<file path="config.mk">
export PLATFORM = sky130hd
export DESIGN_NAME = paged_spi_bridge
export DESIGN_NICKNAME = d
export VERILOG_FILES = /design/src/rtl/pspi_pkg.sv /design/src/rtl/pspi_byte_shifter.sv /design/src/rtl/pspi_page_track.sv /design/src/rtl/paged_spi_bridge.sv
export SDC_FILE = /design/constraint.sdc
export NUM_CORES = 1
export LEC_CHECK = 0
export BUFFER_PORTS_ARGS = -buffer_cell sky130_fd_sc_hd__buf_4
export CAP_MARGIN = 20
export CELL_PAD_IN_SITES_DETAIL_PLACEMENT = 1
export CELL_PAD_IN_SITES_GLOBAL_PLACEMENT = 1
export CORE_ASPECT_RATIO = 1.25
export CORE_MARGIN = 5
export CORE_UTILIZATION = 46
export DETAILED_ROUTE_END_ITERATION = 8
export HOLD_SLACK_MARGIN = 0.12
export PLACE_DENSITY = 0.91
export SYNTH_ARGS = -nofsm -noshare
export SYNTH_HDL_FRONTEND = slang
export SYNTH_SLANG_ARGS = --single-unit
</file>
<file path="constraint.sdc">
create_clock -name clk -period 8 [get_ports clk]
set_input_delay 0.4 -clock clk [delete_from_list [all_inputs] [get_ports clk]]
set_output_delay 0.4 -clock clk [all_outputs]
set_load 0.005 [all_outputs]
</file>
<file path="src/rtl/pspi_pkg.sv">
package pspi_pkg;
    localparam logic [7:0] OP_RD     = 8'h60;
    localparam logic [7:0] OP_WR     = 8'h61;
    localparam logic [7:0] ADDR_PAGE = 8'hFF;
    localparam logic [7:0] ADDR_STAT = 8'hFE;
    localparam logic [7:0] ADDR_DATA = 8'hF0;
    localparam int         RDY_BIT   = 0;

    typedef enum logic [2:0] {
        ST_IDLE,
        ST_PAGE,
        ST_ACCESS,
        ST_POLL,
        ST_FETCH,
        ST_GAP,
        ST_FINISH
    } pspi_state_t;
endpackage

</file>
<file path="src/rtl/pspi_byte_shifter.sv">
module pspi_byte_shifter #(
    parameter int HALF = 2
) (
    input  logic       clk,
    input  logic       rst_n,
    input  logic       start,
    input  logic [7:0] tx,
    input  logic       miso,
    output logic       sclk,
    output logic       mosi,
    output logic       busy,
    output logic       done,
    output logic [7:0] rx
);
    localparam int CW = (HALF > 1) ? $clog2(HALF) : 1;

    logic [CW-1:0] cnt;
    logic [2:0]    bitn;
    logic          phase;
    logic [7:0]    sh;

    always_ff @(posedge clk or negedge rst_n) begin
        if (!rst_n) begin
            cnt   <= '0;
            bitn  <= '0;
            phase <= 1'b0;
            sh    <= '0;
            rx    <= '0;
            busy  <= 1'b0;
            done  <= 1'b0;
        end else begin
            done <= 1'b0;
            if (start && !busy) begin
                busy  <= 1'b1;
                sh    <= tx;
                cnt   <= '0;
                bitn  <= '0;
                phase <= 1'b0;
            end else if (busy) begin
                if (cnt == CW'(HALF - 1)) begin
                    cnt <= '0;
                    if (!phase) begin
                        phase <= 1'b1;
                        rx    <= {rx[6:0], miso};
                    end else begin
                        phase <= 1'b0;
                        sh    <= {sh[6:0], 1'b0};
                        bitn  <= bitn + 3'd1;
                        if (bitn == 3'd7) begin
                            busy <= 1'b0;
                            done <= 1'b1;
                        end
                    end
                end else begin
                    cnt <= cnt + CW'(1);
                end
            end
        end
    end

    assign sclk = phase;
    assign mosi = sh[7];
endmodule

</file>
<file path="src/rtl/pspi_page_track.sv">
module pspi_page_track #(
    parameter int PW = 8
) (
    input  logic          clk,
    input  logic          rst_n,
    input  logic          upd,
    input  logic [PW-1:0] page_in,
    input  logic [PW-1:0] cmp_page,
    output logic          hit
);
    logic [PW-1:0] last_page;
    logic          valid;

    always_ff @(posedge clk or negedge rst_n) begin
        if (!rst_n) begin
            last_page <= '0;
            valid     <= 1'b0;
        end else if (upd) begin
            last_page <= page_in;
            valid     <= 1'b1;
        end
    end

    assign hit = valid && (last_page == cmp_page);
endmodule

</file>
<file path="src/rtl/paged_spi_bridge.sv">
module paged_spi_bridge
    import pspi_pkg::*;
#(
    parameter int HALF      = 2,
    parameter int GAP_CYC   = 4,
    parameter int MAX_POLLS = 8,
    parameter int MAX_BYTES = 8
) (
    input  logic                   clk,
    input  logic                   rst_n,
    input  logic                   cmd_go,
    input  logic                   cmd_write,
    input  logic [7:0]             cmd_page,
    input  logic [7:0]             cmd_addr,
    input  logic [3:0]             cmd_len,
    input  logic [8*MAX_BYTES-1:0] cmd_wdata,
    output logic                   busy,
    output logic                   done,
    output logic                   err,
    output logic [8*MAX_BYTES-1:0] rd_data,
    output logic                   spi_cs_n,
    output logic                   spi_sclk,
    output logic                   spi_mosi,
    input  logic                   spi_miso
);
    localparam int GW = $clog2(GAP_CYC + 1);
    localparam int PCW = $clog2(MAX_POLLS + 1);

    pspi_state_t state, nxt, ret_st, nxt_ret;

    logic                   write_q;
    logic [7:0]             page_q, addr_q;
    logic [3:0]             len_q, bidx, flen, didx;
    logic [8*MAX_BYTES-1:0] wdata_q, rbuf;
    logic [GW-1:0]          gap_cnt;
    logic [PCW-1:0]         poll_cnt;
    logic                   launched, done_q, err_q;
    logic                   sh_start, sh_busy, sh_done;
    logic [7:0]             sh_tx, sh_rx;
    logic                   in_frame, frame_end, bad_len, page_hit, accept;
    logic                   poll_ready, poll_last;

    assign bad_len    = (cmd_len == 4'd0) || (cmd_len > 4'(MAX_BYTES));
    assign accept     = (state == ST_IDLE) && cmd_go;
    assign in_frame   = (state == ST_PAGE) || (state == ST_ACCESS) ||
                        (state == ST_POLL) || (state == ST_FETCH);
    assign frame_end  = in_frame && sh_done && (bidx == flen - 4'd1);
    assign poll_ready = sh_rx[RDY_BIT];
    assign poll_last  = (poll_cnt == PCW'(MAX_POLLS - 1));
    assign sh_start   = in_frame && !launched;
    assign didx       = bidx - 4'd2;

    pspi_page_track #(.PW(8)) u_page (
        .clk      (clk),
        .rst_n    (rst_n),
        .upd      (state == ST_PAGE && frame_end),
        .page_in  (page_q),
        .cmp_page (cmd_page),
        .hit      (page_hit)
    );

    pspi_byte_shifter #(.HALF(HALF)) u_shift (
        .clk   (clk),
        .rst_n (rst_n),
        .start (sh_start),
        .tx    (sh_tx),
        .miso  (spi_miso),
        .sclk  (spi_sclk),
        .mosi  (spi_mosi),
        .busy  (sh_busy),
        .done  (sh_done),
        .rx    (sh_rx)
    );

    // next state and gap return target
    always_comb begin
        nxt     = state;
        nxt_ret = ret_st;
        unique case (state)
            ST_IDLE:   if (cmd_go && !bad_len) nxt = page_hit ? ST_ACCESS : ST_PAGE;
            ST_PAGE:   if (frame_end) begin nxt = ST_GAP; nxt_ret = ST_ACCESS; end
            ST_ACCESS: if (frame_end) begin
                           if (write_q) nxt = ST_FINISH;
                           else begin nxt = ST_GAP; nxt_ret = ST_POLL; end
                       end
            ST_POLL:   if (frame_end) begin
                           if (poll_ready) begin nxt = ST_GAP; nxt_ret = ST_FETCH; end
                           else if (poll_last) nxt = ST_FINISH;
                           else begin nxt = ST_GAP; nxt_ret = ST_POLL; end
                       end
            ST_FETCH:  if (frame_end) nxt = ST_FINISH;
            ST_GAP:    if (gap_cnt == GW'(GAP_CYC - 1)) nxt = ret_st;
            ST_FINISH: nxt = ST_IDLE;
            default:   nxt = ST_IDLE;
        endcase
    end

    // state register
    always_ff @(posedge clk or negedge rst_n) begin
        if (!rst_n) begin
            state  <= ST_IDLE;
            ret_st <= ST_IDLE;
        end else begin
            state  <= nxt;
            ret_st <= nxt_ret;
        end
    end

    // datapath registers
    always_ff @(posedge clk or negedge rst_n) begin
        if (!rst_n) begin
            write_q  <= 1'b0;
            page_q   <= '0;
            addr_q   <= '0;
            len_q    <= '0;
            wdata_q  <= '0;
            rbuf     <= '0;
            bidx     <= '0;
            gap_cnt  <= '0;
            poll_cnt <= '0;
            launched <= 1'b0;
            done_q   <= 1'b0;
            err_q    <= 1'b0;
        end else begin
            done_q <= (state == ST_FINISH) || (accept && bad_len);
            if (accept) begin
                err_q    <= bad_len;
                write_q  <= cmd_write;
                page_q   <= cmd_page;
                addr_q   <= cmd_addr;
                len_q    <= cmd_len;
                wdata_q  <= cmd_wdata;
                poll_cnt <= '0;
                if (!cmd_write && !bad_len) rbuf <= '0;
            end
            if (sh_start) launched <= 1'b1;
            if (in_frame && sh_done) begin
                launched <= 1'b0;
                bidx     <= frame_end ? 4'd0 : bidx + 4'd1;
                if (state == ST_FETCH && bidx >= 4'd2)
                    rbuf[{didx[2:0], 3'b000} +: 8] <= sh_rx;
            end
            if (state == ST_POLL && frame_end && !poll_ready) begin
                poll_cnt <= poll_cnt + PCW'(1);
                if (poll_last) err_q <= 1'b1;
            end
            gap_cnt <= (state == ST_GAP && nxt == ST_GAP) ? gap_cnt + GW'(1) : '0;
        end
    end

    // outputs
    always_comb begin
        sh_tx = 8'h00;
        flen  = 4'd2;
        unique case (state)
            ST_PAGE: begin
                flen  = 4'd3;
                sh_tx = (bidx == 4'd0) ? OP_WR : (bidx == 4'd1) ? ADDR_PAGE : page_q;
            end
            ST_ACCESS: begin
                flen  = write_q ? len_q + 4'd2 : 4'd2;
                sh_tx = (bidx == 4'd0) ? (write_q ? OP_WR : OP_RD) :
                        (bidx == 4'd1) ? addr_q : wdata_q[{didx[2:0], 3'b000} +: 8];
            end
            ST_POLL: begin
                flen  = 4'd3;
                sh_tx = (bidx == 4'd0) ? OP_RD : (bidx == 4'd1) ? ADDR_STAT : 8'h00;
            end
            ST_FETCH: begin
                flen  = len_q + 4'd2;
                sh_tx = (bidx == 4'd0) ? OP_RD : (bidx == 4'd1) ? ADDR_DATA : 8'h00;
            end
            default: begin
                flen  = 4'd2;
                sh_tx = 8'h00;
            end
        endcase
    end

    assign busy     = (state != ST_IDLE);
    assign done     = done_q;
    assign err      = err_q;
    assign rd_data  = rbuf;
    assign spi_cs_n = !in_frame;

    logic unused_ok;
    assign unused_ok = sh_busy;
endmodule

</file>
==> flow_summary_export.csv, run 1 <==
group,metric,value,unit
run_status,status,"finished, final reports clean",
sta,min_period_over_period,44.0,%
synth,post-synth-top-count-cell,"nand2_1",
grt,grt_pass1_vias,9183,
clocking,cts_made_buffers,21,
grt,grt_first_pass_wirelength,51.2,mm
placed_design,dp.cells,1390,
detailed_routing,finalWirelength,32.7,mm
detailed_routing,dr_total_vias,8457,
synth,synth_nets,1128,
die,start_util,46.7,%
flow_run,drv_cap,0,
synth,yosysWarnings,0,
clocking,worstSkewPairLatency,0.50,ns
worst_setup_path,cp-startpoint,"state[0]",
worst_setup_path,cp_num_cells,9,
worst_setup_path,worstPathMaxFanout,22,
worst_setup_path,crit_path_frequent_cell,"nor2_1",
worst_setup_path,crit_end,"ret_st[1]",
worst_setup_path,cp.required,8.38,ns
worst_setup_path,cp-end-kind,"register",
synth,synth_cells,1024,
sta,worstMarginPinSlew,1.09,ns
synth,synth_cell_types,61,
detailed_routing,ant_nets,0,
synth,synth-seq-area-share,53.4,%
worst_setup_path,path_class,"register to register",
placed_design,hpwl,20.1,mm
detailed_routing,dr.pass1.iters,5,
worst_setup_path,r2r-end,"ret_st[1]",
worst_setup_path,cp_slowest_stage_delay,0.77,ns
clocking,cts_buffer_depth,3,
sta,finalCriticalPeriod,3.52,ns
sta,max_freq,284,MHz
clocking,htree_num_levels,1,
worst_setup_path,path_buf_inv,0,
pwr,p_leak,5.87,nW
die,pin_count,159,
grt,grt-ovfl-total,0,
detailed_routing,avgRoutedWirePerCell,21.9,um
synth,syn_area_per_cell,9.19,um2
worst_setup_path,start_kind,"register",
die,die_y,170,um
worst_setup_path,reg2reg_slack,4.48,ns
clocking,tritoncts,"built",
synth,netlist_top_cells_area,"dfrtp_1, nand2_1, o21ai_0",
synth,yosysTopAreaCellShare,53.4,%
detailed_routing,drc,0,
worst_setup_path,cp_slowest_cell,"dfrtp_1",
die,core-area,20200,um2
synth,syn-cell-area,9420,um2
sta,finalSetupViolCount,0,
placed_design,gp_congestion,0.879,
cells_and_area,nets,1309,
clocking,cts.sinks,201,
pwr,ir_worst_vdd,0.000244,V
sta,hold_viol_final,0,
die,dieArea,23400,um2
worst_setup_path,arrival,3.90,ns
detailed_routing,first_iter_violations,507,
worst_hold_path,worst_hold_path_type,"input port to register",
sta,relSlewSlack,27.6,%
synth,synth_common_cells,"nand2_1, dfrtp_1, o21ai_0",
sta,tns,0,ns
grt,grt_max_degree,125,
cells_and_area,areaGrowthSynthToFinish,28.5,%
sta,slew_violations,0,
synth,ys.flop_type,"dfrtp_1",
synth,synth_top_area_cell,"dfrtp_1",
pwr,pwr_density_cell,182,nW/um2
cells_and_area,layoutNonFillerInstCount,1490,
worst_setup_path,crit_family,"simple AND/OR/NAND/NOR gates",
worst_setup_path,worstPathCellList,"and4bb_1, nor2_1, nor2_1, ha_1, xor2_1, or4_4, a31oi_4, o2111ai_1, mux2_2",
worst_setup_path,reg2reg_from,"state[0]",
clocking,cts-resized-gates,0,
cells_and_area,drive_above_1_share,20.0,%
synth,synth-edff-count,0,
sta,fin_skew,0.0125,ns
worst_setup_path,r2r_cells,9,
synth,synthArstFlopShare,100,%
clocking,clk_pin_slew_worst_paths,0.07,ns
grt,gr-usage-all-layers,28.2,%
placed_design,portBuffers,158,
die,chipWidth,138,um
synth,ys_seq_elements,201,
grt,antenna_found_initial,0,
sta,rsz0062_at_grt,"false",
detailed_routing,avgViaCountPerCell,5.68,
die,rows,58,
cells_and_area,num-fill-cells,2309,
clocking,cts_root_buffer,"clkbuf_16",
logic make-up (layout without fill, tap and decap cells):
group	count (synthesis)	in the layout	synth area share, %
AO/OA/AOI/OAI	142	142	9.04
adder cells (fa/ha/maj)	15	15	1.99
AND/OR/NAND/NOR	525	525	24.3
multiplexers	41	41	6.11
XOR/XNOR	18	18	1.67
flip-flops	201	201	53.4
other	0	1	0
buffers and inverters	82	277	3.42
registers in the layout, summed over array words and instances (netlist names), 3 cells and up:
signal            flops
len_q                 4
ret_st                3
wdata_q              64
addr_q                8
gap_cnt               3
poll_cnt              4
bidx                  4
u_shift.bitn          3
rd_data              64
u_shift.rx            8
u_page.last_page      8
u_shift.sh            8
state                 3
page_q                8
how the worst min path moves through the flow:
stage,startpoint,to,slack (ns),cells after the start
6_report,cmd_len[0],len_q[0],0.13,3
3_5_place_dp,gap_cnt[0],gap_cnt[0],0.43,1
2_1_floorplan,rst_n,addr_q[0],0.10,0
4_1_cts,cmd_len[0],len_q[0],0.12,3
3_3_place_gp,gap_cnt[0],gap_cnt[0],0.42,1
5_1_grt,cmd_len[0],len_q[0],0.12,3
through the flow:
step	power [mW]	util, %	instance area (um2)	hold WS [ns]	setup slack (ns)
finish	2.20	59.9	12100	0.129	4.48
global route	2.27	59.9	12100	0.122	4.33
CTS	2.19	59.7	12000	0.120	4.40
detailed placement	1.19	53.2	10700	0.429	4.46
global placement	1.18	53.2	10700	0.421	4.58
floorplan	1.11	-	9420	0.104	5.11
power breakdown:
part           leakage (nW)  internal (mW)  switching, mW
clock                 0.342          0.579          0.414
combinational          3.26         0.0700         0.0664
sequential             2.27           1.04         0.0257
placed cells by master, fill, tap and decap left out, drive strengths merged, types with 9 or more instances in the layout:
master	instances
nand2	356
dfrtp	201
buf	168
o21ai	84
dlygate4sd3	60
nand3	58
nor2	33
clkbuf	31
a21oi	18
mux2	18
nor2b	17
ha	15
mux2i	14
xnor2	12
nor3	10
inv	10
a211oi	10
mux4	9
per-layer routing:
metal,GRT usage (%),routed length [um],up-vias
li1,-,-,3798
met1,32.5,12100,4265
met2,51.7,17400,305
met3,4.44,1820,89
met4,11.2,1350,0
met5,0,0,-
worst min-delay path: stages:
cell and delay (ns):
buf_4 0.10, nand2_1 0.05, nand2_1 0.05
repair_timing:
item,4_1_cts,5_1_grt
buffers inserted,0,0
hold buffers,60,0
hold endpoints to repair,94,0
final cells by class:
class,instances,area [um2],share of cell area (%)
flip-flops and latches,201,5030,41.6
multi-input cells,741,4070,33.7
repair buffers,229,1920,15.8
clock buffers,30,629,5.20
well taps,270,338,2.79
clock inverters,7,65.1,0.538
inverters,11,41.3,0.341
diodes,1,2.50,0.0207
Note: power is estimated with default switching activity, not from simulation.
==> inputs of run 2 (changes only) <==
--- a/config.mk
+++ b/config.mk
@@ -11,10 +11,10 @@
 export CELL_PAD_IN_SITES_GLOBAL_PLACEMENT = 1
 export CORE_ASPECT_RATIO = 1.25
 export CORE_MARGIN = 5
-export CORE_UTILIZATION = 46
+export CORE_UTILIZATION = 39
 export DETAILED_ROUTE_END_ITERATION = 8
 export HOLD_SLACK_MARGIN = 0.12
-export PLACE_DENSITY = 0.91
+export PLACE_DENSITY = 0.83
 export SYNTH_ARGS = -nofsm -noshare
 export SYNTH_HDL_FRONTEND = slang
 export SYNTH_SLANG_ARGS = --single-unit
==> constraint.sdc (replaced) <==
create_clock -name clk -period 3 [get_ports clk]
set_input_delay 0.15 -clock clk [delete_from_list [all_inputs] [get_ports clk]]
set_output_delay 0.15 -clock clk [all_outputs]
set_load 0.005 [all_outputs]
==> run 2 against run 1 <==
Effect of this change:
- combinational power rose to 2.9 times the previous value
- final cell count rose by 6.6%
- sequential share of layout area fell by 1.5 points
- via count fell by 0.88%
- worst hold slack better by 0.091 ns
- clock skew rose by 0.0045 ns
- cell area grew 3.8%
- global-route usage shrank 5.3 points
- worst setup slack lost 4.4 ns
- die area up 17%
- sequential power rose to 2.6 times the previous value
- clock-buffer cell count grew 2
- highest routed layer unchanged
==> flow_summary_export.csv, run 2 (same netlist as run 1, synthesis figures left out) <==
group,metric,value,unit
run_status,status,"finished, final reports clean",
sta,max_freq,349,MHz
sta,relSlewSlack,41.4,%
die,rows,63,
grt,gr-usage-all-layers,22.8,%
worst_setup_path,worstPathCellList,"and4bb_1, nor2_1, nor2_1, ha_1, xor2_1, or4_4, a31oi_4, buf_4, nand2_8, mux2_4",
sta,finalCriticalPeriod,2.87,ns
cells_and_area,areaGrowthSynthToFinish,33.4,%
clocking,cts.sinks,201,
grt,grt_pass1_vias,9175,
cells_and_area,nets,1352,
pwr,ir_worst_vdd,0.000321,V
clocking,worstSkewPairLatency,0.51,ns
worst_setup_path,cp-end-kind,"register",
detailed_routing,ant_nets,0,
die,start_util,39.7,%
placed_design,dp_slack,0.133,ns
sta,worstMarginPinSlew,0.879,ns
die,core-area,23700,um2
sta,finalSetupViolCount,0,
clocking,postCtsSetupRepairBufs,0,
cells_and_area,finish.utilization,52.9,%
detailed_routing,avgViaCountPerCell,5.28,
placed_design,portBuffers,158,
die,dieArea,27400,um2
cells_and_area,layout_common_cells,"nand2_1, dfrtp_1, buf_4",
clocking,htree_num_levels,1,
placed_design,hpwl,19.4,mm
detailed_routing,dr.pass1.iters,4,
pwr,pwr_density_cell,468,nW/um2
detailed_routing,drc,0,
clocking,cts_buffer_depth,3,
detailed_routing,first_iter_violations,303,
sta,min_period_over_period,95.6,%
cells_and_area,final_common_cell,"nand2_1",
worst_setup_path,cp.required,3.38,ns
sta,fin_skew,0.0170,ns
die,pin_count,159,
grt,grt_first_pass_wirelength,49.9,mm
detailed_routing,avgRoutedWirePerCell,19.6,um
clocking,clk_pin_slew_worst_paths,0.06,ns
worst_setup_path,path_class,"register to register",
grt,grt-ovfl-total,0,
grt,grt_max_degree,89,
sta,rsz0062_at_grt,"false",
worst_setup_path,cp_slowest_cell,"or4_4",
worst_setup_path,cp_slowest_stage_delay,0.54,ns
worst_setup_path,start_kind,"register",
sta,hold_viol_final,0,
worst_setup_path,worstPathMaxFanout,9,
placed_design,gp_congestion,0.829,
cells_and_area,drive_above_1_share,20.4,%
clocking,cts_made_buffers,22,
worst_setup_path,arrival,3.25,ns
flow_run,drv_cap,0,
grt,antenna_found_initial,1,
sta,tns,0,ns
worst_hold_path,worst_hold_path_type,"input port to register",
sta,slew_violations,0,
detailed_routing,finalWirelength,31.2,mm
pwr,p_leak,6.05,nW
clocking,cts_root_buffer,"clkbuf_16",
worst_setup_path,crit_path_frequent_cell,"nor2_1",
detailed_routing,dr_total_vias,8383,
die,die_y,184,um
die,chipWidth,149,um
sta,finalWorstSetupSlack,0.132,ns
clocking,tritoncts,"built",
[run 2: critical path, delay by kind of cell (launching register included)]
| kind | cells | cell delay, ns |
|---|---|---|
| compound gates | 1 | 0.26 |
| fa+ha+maj | 1 | 0.21 |
| simple gates | 5 | 1.15 |
| buf+inv | 1 | 0.18 |
| xor+xnor | 1 | 0.17 |
| mux | 1 | 0.32 |
| flops | 1 | 0.47 |
[run 2: area by class of cell]
class | count | area [um2]
Clock buffer | 32 | 639
Sequential cell | 201 | 5030
Antenna cell | 1 | 2.50
Timing Repair Buffer | 271 | 2300
Tap cell | 325 | 407
Fill cell | 2678 | 11200
Inverter | 11 | 41.3
Clock inverter | 6 | 61.3
Multi-Input combinational cell | 741 | 4080
[run 2: final timing paths]
check / start / to / slack [ns] / depth (start not counted)
setup / recovery: state[2] / u_page.last_page[5] / 0.13 / 10
hold / removal: cmd_go / done / 0.22 / 5
setup reg to reg: state[2] / u_page.last_page[5] / 0.13 / 10
hold reg to reg: gap_cnt[0] / gap_cnt[0] / 0.45 / 1
max in group asynchronous: rst_n / poll_cnt[0] / 1.91 / 3
min in group asynchronous: rst_n / rd_data[11] / 0.29 / 2
[run 2: layer usage]
metal  routed length (um)  part of all wire, %  track usage, %  vias to the layer above
met3                 1440                  4.6            3.30                       69
met1                12000                   38            26.5                     4209
met4                 1100                  3.5            8.24                        0
met2                16700                   54            42.4                      225
li1                     -                    -               -                     3880
met5                    0                    0               0                        -
[run 2: where the power goes]
group          switching [mW]  leakage (nW)  internal (mW)
clock network            1.09         0.342           1.56
logic                   0.179          3.45          0.211
registers              0.0560          2.27           2.78
[run 2: repair_timing]
action | 4_1_cts | 5_1_grt
hold endpoints to repair | 168 | 0
gates resized for setup | 0 | 1
hold buffers | 87 | 0
setup endpoints to repair | 0 | 10
[run 2: per-stage QoR]
stage	cell area, um2	power [mW]	instances	hold WS, ns
after CTS	12500	5.93	1587	0.207
after detailed placement	11000	3.16	1462	0.259
after floorplan	9420	2.95	1024	-0.146
after global routing	12600	6.10	1588	0.292
after global placement	11000	3.15	1461	0.254
final	12600	5.88	1588	0.220
==> inputs of run 3 (changes only) <==
--- a/config.mk
+++ b/config.mk
@@ -5,13 +5,14 @@
 export SDC_FILE = /design/constraint.sdc
 export NUM_CORES = 1
 export LEC_CHECK = 0
+export ABC_AREA = 1
 export BUFFER_PORTS_ARGS = -buffer_cell sky130_fd_sc_hd__buf_4
 export CAP_MARGIN = 20
 export CELL_PAD_IN_SITES_DETAIL_PLACEMENT = 1
 export CELL_PAD_IN_SITES_GLOBAL_PLACEMENT = 1
 export CORE_ASPECT_RATIO = 1.25
 export CORE_MARGIN = 5
-export CORE_UTILIZATION = 39
+export CORE_UTILIZATION = 38
 export DETAILED_ROUTE_END_ITERATION = 8
 export HOLD_SLACK_MARGIN = 0.12
 export PLACE_DENSITY = 0.83
==> run 3 against run 2 <==
Effect of this change:
- clock-buffer cell count is 6 lower
- first-iteration DRC count is 71% higher
- final cell count is 7.6% higher
- register-to-register slack better by 0.13 ns
- synthesized cell count is 10% higher
- via count is 4.8% higher
- critical path type unchanged
- largest cell class unchanged
==> flow_summary_export.csv, run 3 <==
group,metric,value,unit
clocking,cts_buffer_depth,3,
sta,min_period_over_period,91.2,%
pwr,power.switching,1.32,mW
run_status,status,"finished, final reports clean",
die,core-area,24300,um2
die,pin_count,159,
detailed_routing,dr.pass1.iters,4,
synth,synth_cell_types,34,
synth,synth_nets,1233,
grt,grt_first_pass_wirelength,50.8,mm
cells_and_area,layout_common_cells,"nand2_1, dfrtp_1, buf_4",
synth,post-synth-top-count-cell,"nand2_1",
synth,synth_cells,1129,
pwr,p_int,4.42,mW
detailed_routing,avgViaCountPerCell,5.14,
sta,relSlewSlack,53.9,%
die,start_util,38.3,%
cells_and_area,areaGrowthSynthToFinish,33.3,%
pwr,p_leak,6.07,nW
pwr,ir_worst_vdd,0.000328,V
synth,yosysWarnings,0,
placed_design,portBuffers,158,
grt,gr-usage-all-layers,22.9,%
synth,syn_area_per_cell,8.26,um2
grt,grt_max_degree,123,
worst_setup_path,start_kind,"register",
cells_and_area,drive_above_1_share,17.1,%
detailed_routing,drc,0,
cells_and_area,final_common_cell,"nand2_1",
synth,netlist_top_cells_area,"dfrtp_1, nand2_1, o21ai_0",
clocking,htree_num_levels,1,
sta,hold_viol_final,0,
synth,synthArstFlopShare,100,%
synth,synth-seq-area-share,53.9,%
detailed_routing,finalWirelength,31.6,mm
clocking,clk_pin_slew_worst_paths,0.06,ns
pwr,clockPowerShare,43.9,%
synth,ys_seq_elements,201,
worst_setup_path,worstPathMaxFanout,10,
placed_design,hpwl,20.6,mm
sta,finalCriticalPeriod,2.74,ns
die,rows,64,
cells_and_area,layoutNonFillerInstCount,1708,
clocking,cts.sinks,201,
die,chipWidth,150,um
synth,syn-cell-area,9330,um2
sta,max_freq,365,MHz
placed_design,dp.cells,1586,
die,die_y,185,um
sta,slew_violations,0,
worst_setup_path,arrival,3.11,ns
synth,synth_top_area_cell,"dfrtp_1",
placed_design,gp_congestion,0.827,
sta,tns,0,ns
synth,synth-edff-count,0,
synth,ys.flop_type,"dfrtp_1",
worst_setup_path,cp.required,3.37,ns
pwr,pwr_density_cell,462,nW/um2
clocking,cts_made_buffers,21,
worst_setup_path,path_class,"register to register",
detailed_routing,ant_nets,0,
sta,finalSetupViolCount,0,
detailed_routing,dr_total_vias,8787,
pwr,switching_share,23.1,%
die,dieArea,27800,um2
sta,fin_skew,0.0267,ns
worst_hold_path,worst_hold_path_type,"input port to async pin",
grt,grt_pass1_vias,9550,
pwr,p_seq_share,49.2,%
detailed_routing,first_iter_violations,519,
cells_and_area,nets,1470,
sta,rsz0062_at_grt,"false",
clocking,cts_root_buffer,"clkbuf_16",
sta,worstMarginPinSlew,0.691,ns
detailed_routing,avgRoutedWirePerCell,18.5,um
worst_setup_path,cp-end-kind,"register",
grt,grt-ovfl-total,0,
clocking,worstSkewPairLatency,0.51,ns
clocking,tritoncts,"built",
synth,yosysTopAreaCellShare,53.9,%
pwr,combinationalPowerShare,6.9,%
synth,synth_common_cells,"nand2_1, dfrtp_1, o21ai_0",
flow_run,drv_cap,0,
grt,antenna_found_initial,1,
[run 3: changes by cell type in the layout (fill, tap and decap cells not counted), moves of 8 or more]
cell      before  now
a21oi_1       18   33
mux2_2        10    0
mux2_4         8    0
nand2_1      355  337
mux4_2         9    0
o21ai_1        0   25
inv_1         10   92
nand3_1       58  123
nor2b_1       17    0
o211ai_1       1   19
mux2i_1       14    0
a211oi_1      10    0
o21ai_0       84  130
[run 3: kinds of logic after synthesis]
group	Yosys count	share of synthesized area [%]
xor gates and xnor gates	11	1.03
DFF	201	53.9
buffers and inverters	152	6.28
adders and majority gates	15	2.01
and+or+nand+nor	534	24.4
AOI/OAI and AO/OA	216	12.4
[run 3: through the flow]
stage / hold WS, ns / total power, mW / util (%) / area [um2] / worst slack (ns)
finish: 0.251 / 5.74 / 51.1 / 12400 / 0.263
global route: 0.295 / 5.97 / 51.1 / 12400 / 0.0272
CTS: 0.252 / 5.78 / 51.0 / 12400 / 0.214
detailed placement: 0.240 / 3.16 / 44.8 / 10900 / 0.234
global placement: 0.238 / 3.15 / 44.8 / 10900 / 0.270
floorplan: -0.146 / 2.95 / - / 9330 / 0.565
[run 3: final cells by class]
| cell class | count | area [um2] |
|---|---|---|
| Fill cell | 2921 | 11900 |
| Sequential cell | 201 | 5030 |
| Multi-Input combinational cell | 776 | 3720 |
| Timing Repair Buffer | 264 | 2230 |
| Clock buffer | 26 | 574 |
| Tap cell | 330 | 413 |
| Inverter | 102 | 383 |
| Clock inverter | 8 | 75.1 |
| Antenna cell | 1 | 2.50 |
[run 3: layer usage]
layer / GRT usage (%) / wire length (um) / up-vias
li1: - / - / 4161
met2: 43.2 / 16800 / 224
met1: 26.1 / 12400 / 4332
met5: 0 / 0 / -
met3: 3.77 / 1500 / 70
met4: 7.62 / 1010 / 0
[run 3: what timing repair did]
item / in CTS / in global routing
buffers inserted: 0 / 0
hold buffers: 87 / 0
endpoints found under the setup margin: 0 / 3
hold endpoints to repair: 167 / 0
gates resized for setup: 0 / 1
[run 3: worst paths after layout]
check | cells after the start | slack, ns | startpoint | to
worst max-delay path | 18 | 0.26 | state[1] | poll_cnt[2]
worst min-delay path | 2 | 0.25 | rst_n | rd_data[48]
worst max register to register | 18 | 0.26 | state[1] | poll_cnt[2]
worst min register to register | 1 | 0.43 | gap_cnt[0] | gap_cnt[0]
max in group asynchronous | 3 | 1.86 | rst_n | addr_q[2]
min in group clk | 6 | 0.26 | cmd_go | state[0]
[run 3: critical path, stage by stage, from the launching register on]
cell and delay [ns]:
dfrtp_1 0.48, nor2_2 0.18, nand2_2 0.14, nand2_1 0.09
nand2_1 0.06, nand2_1 0.10, inv_1 0.05, ha_1 0.30
xnor2_1 0.13, nor2_1 0.11, nand3_1 0.12, nor2_4 0.15
nand2_4 0.12, inv_2 0.18, nand3_2 0.14, nand2_1 0.10
inv_2 0.06, nand2_1 0.05, o21ai_1 0.06
[run 3: power groups by stage]
stage          logic [mW]  registers (mW)  clock network, mW
2_1_floorplan      0.0970            2.86                  0
3_3_place_gp        0.284            2.87                  0
3_5_place_dp        0.293            2.87                  0
4_1_cts             0.388            2.82               2.57
5_1_grt             0.440            2.83               2.70
6_report            0.395            2.82               2.52
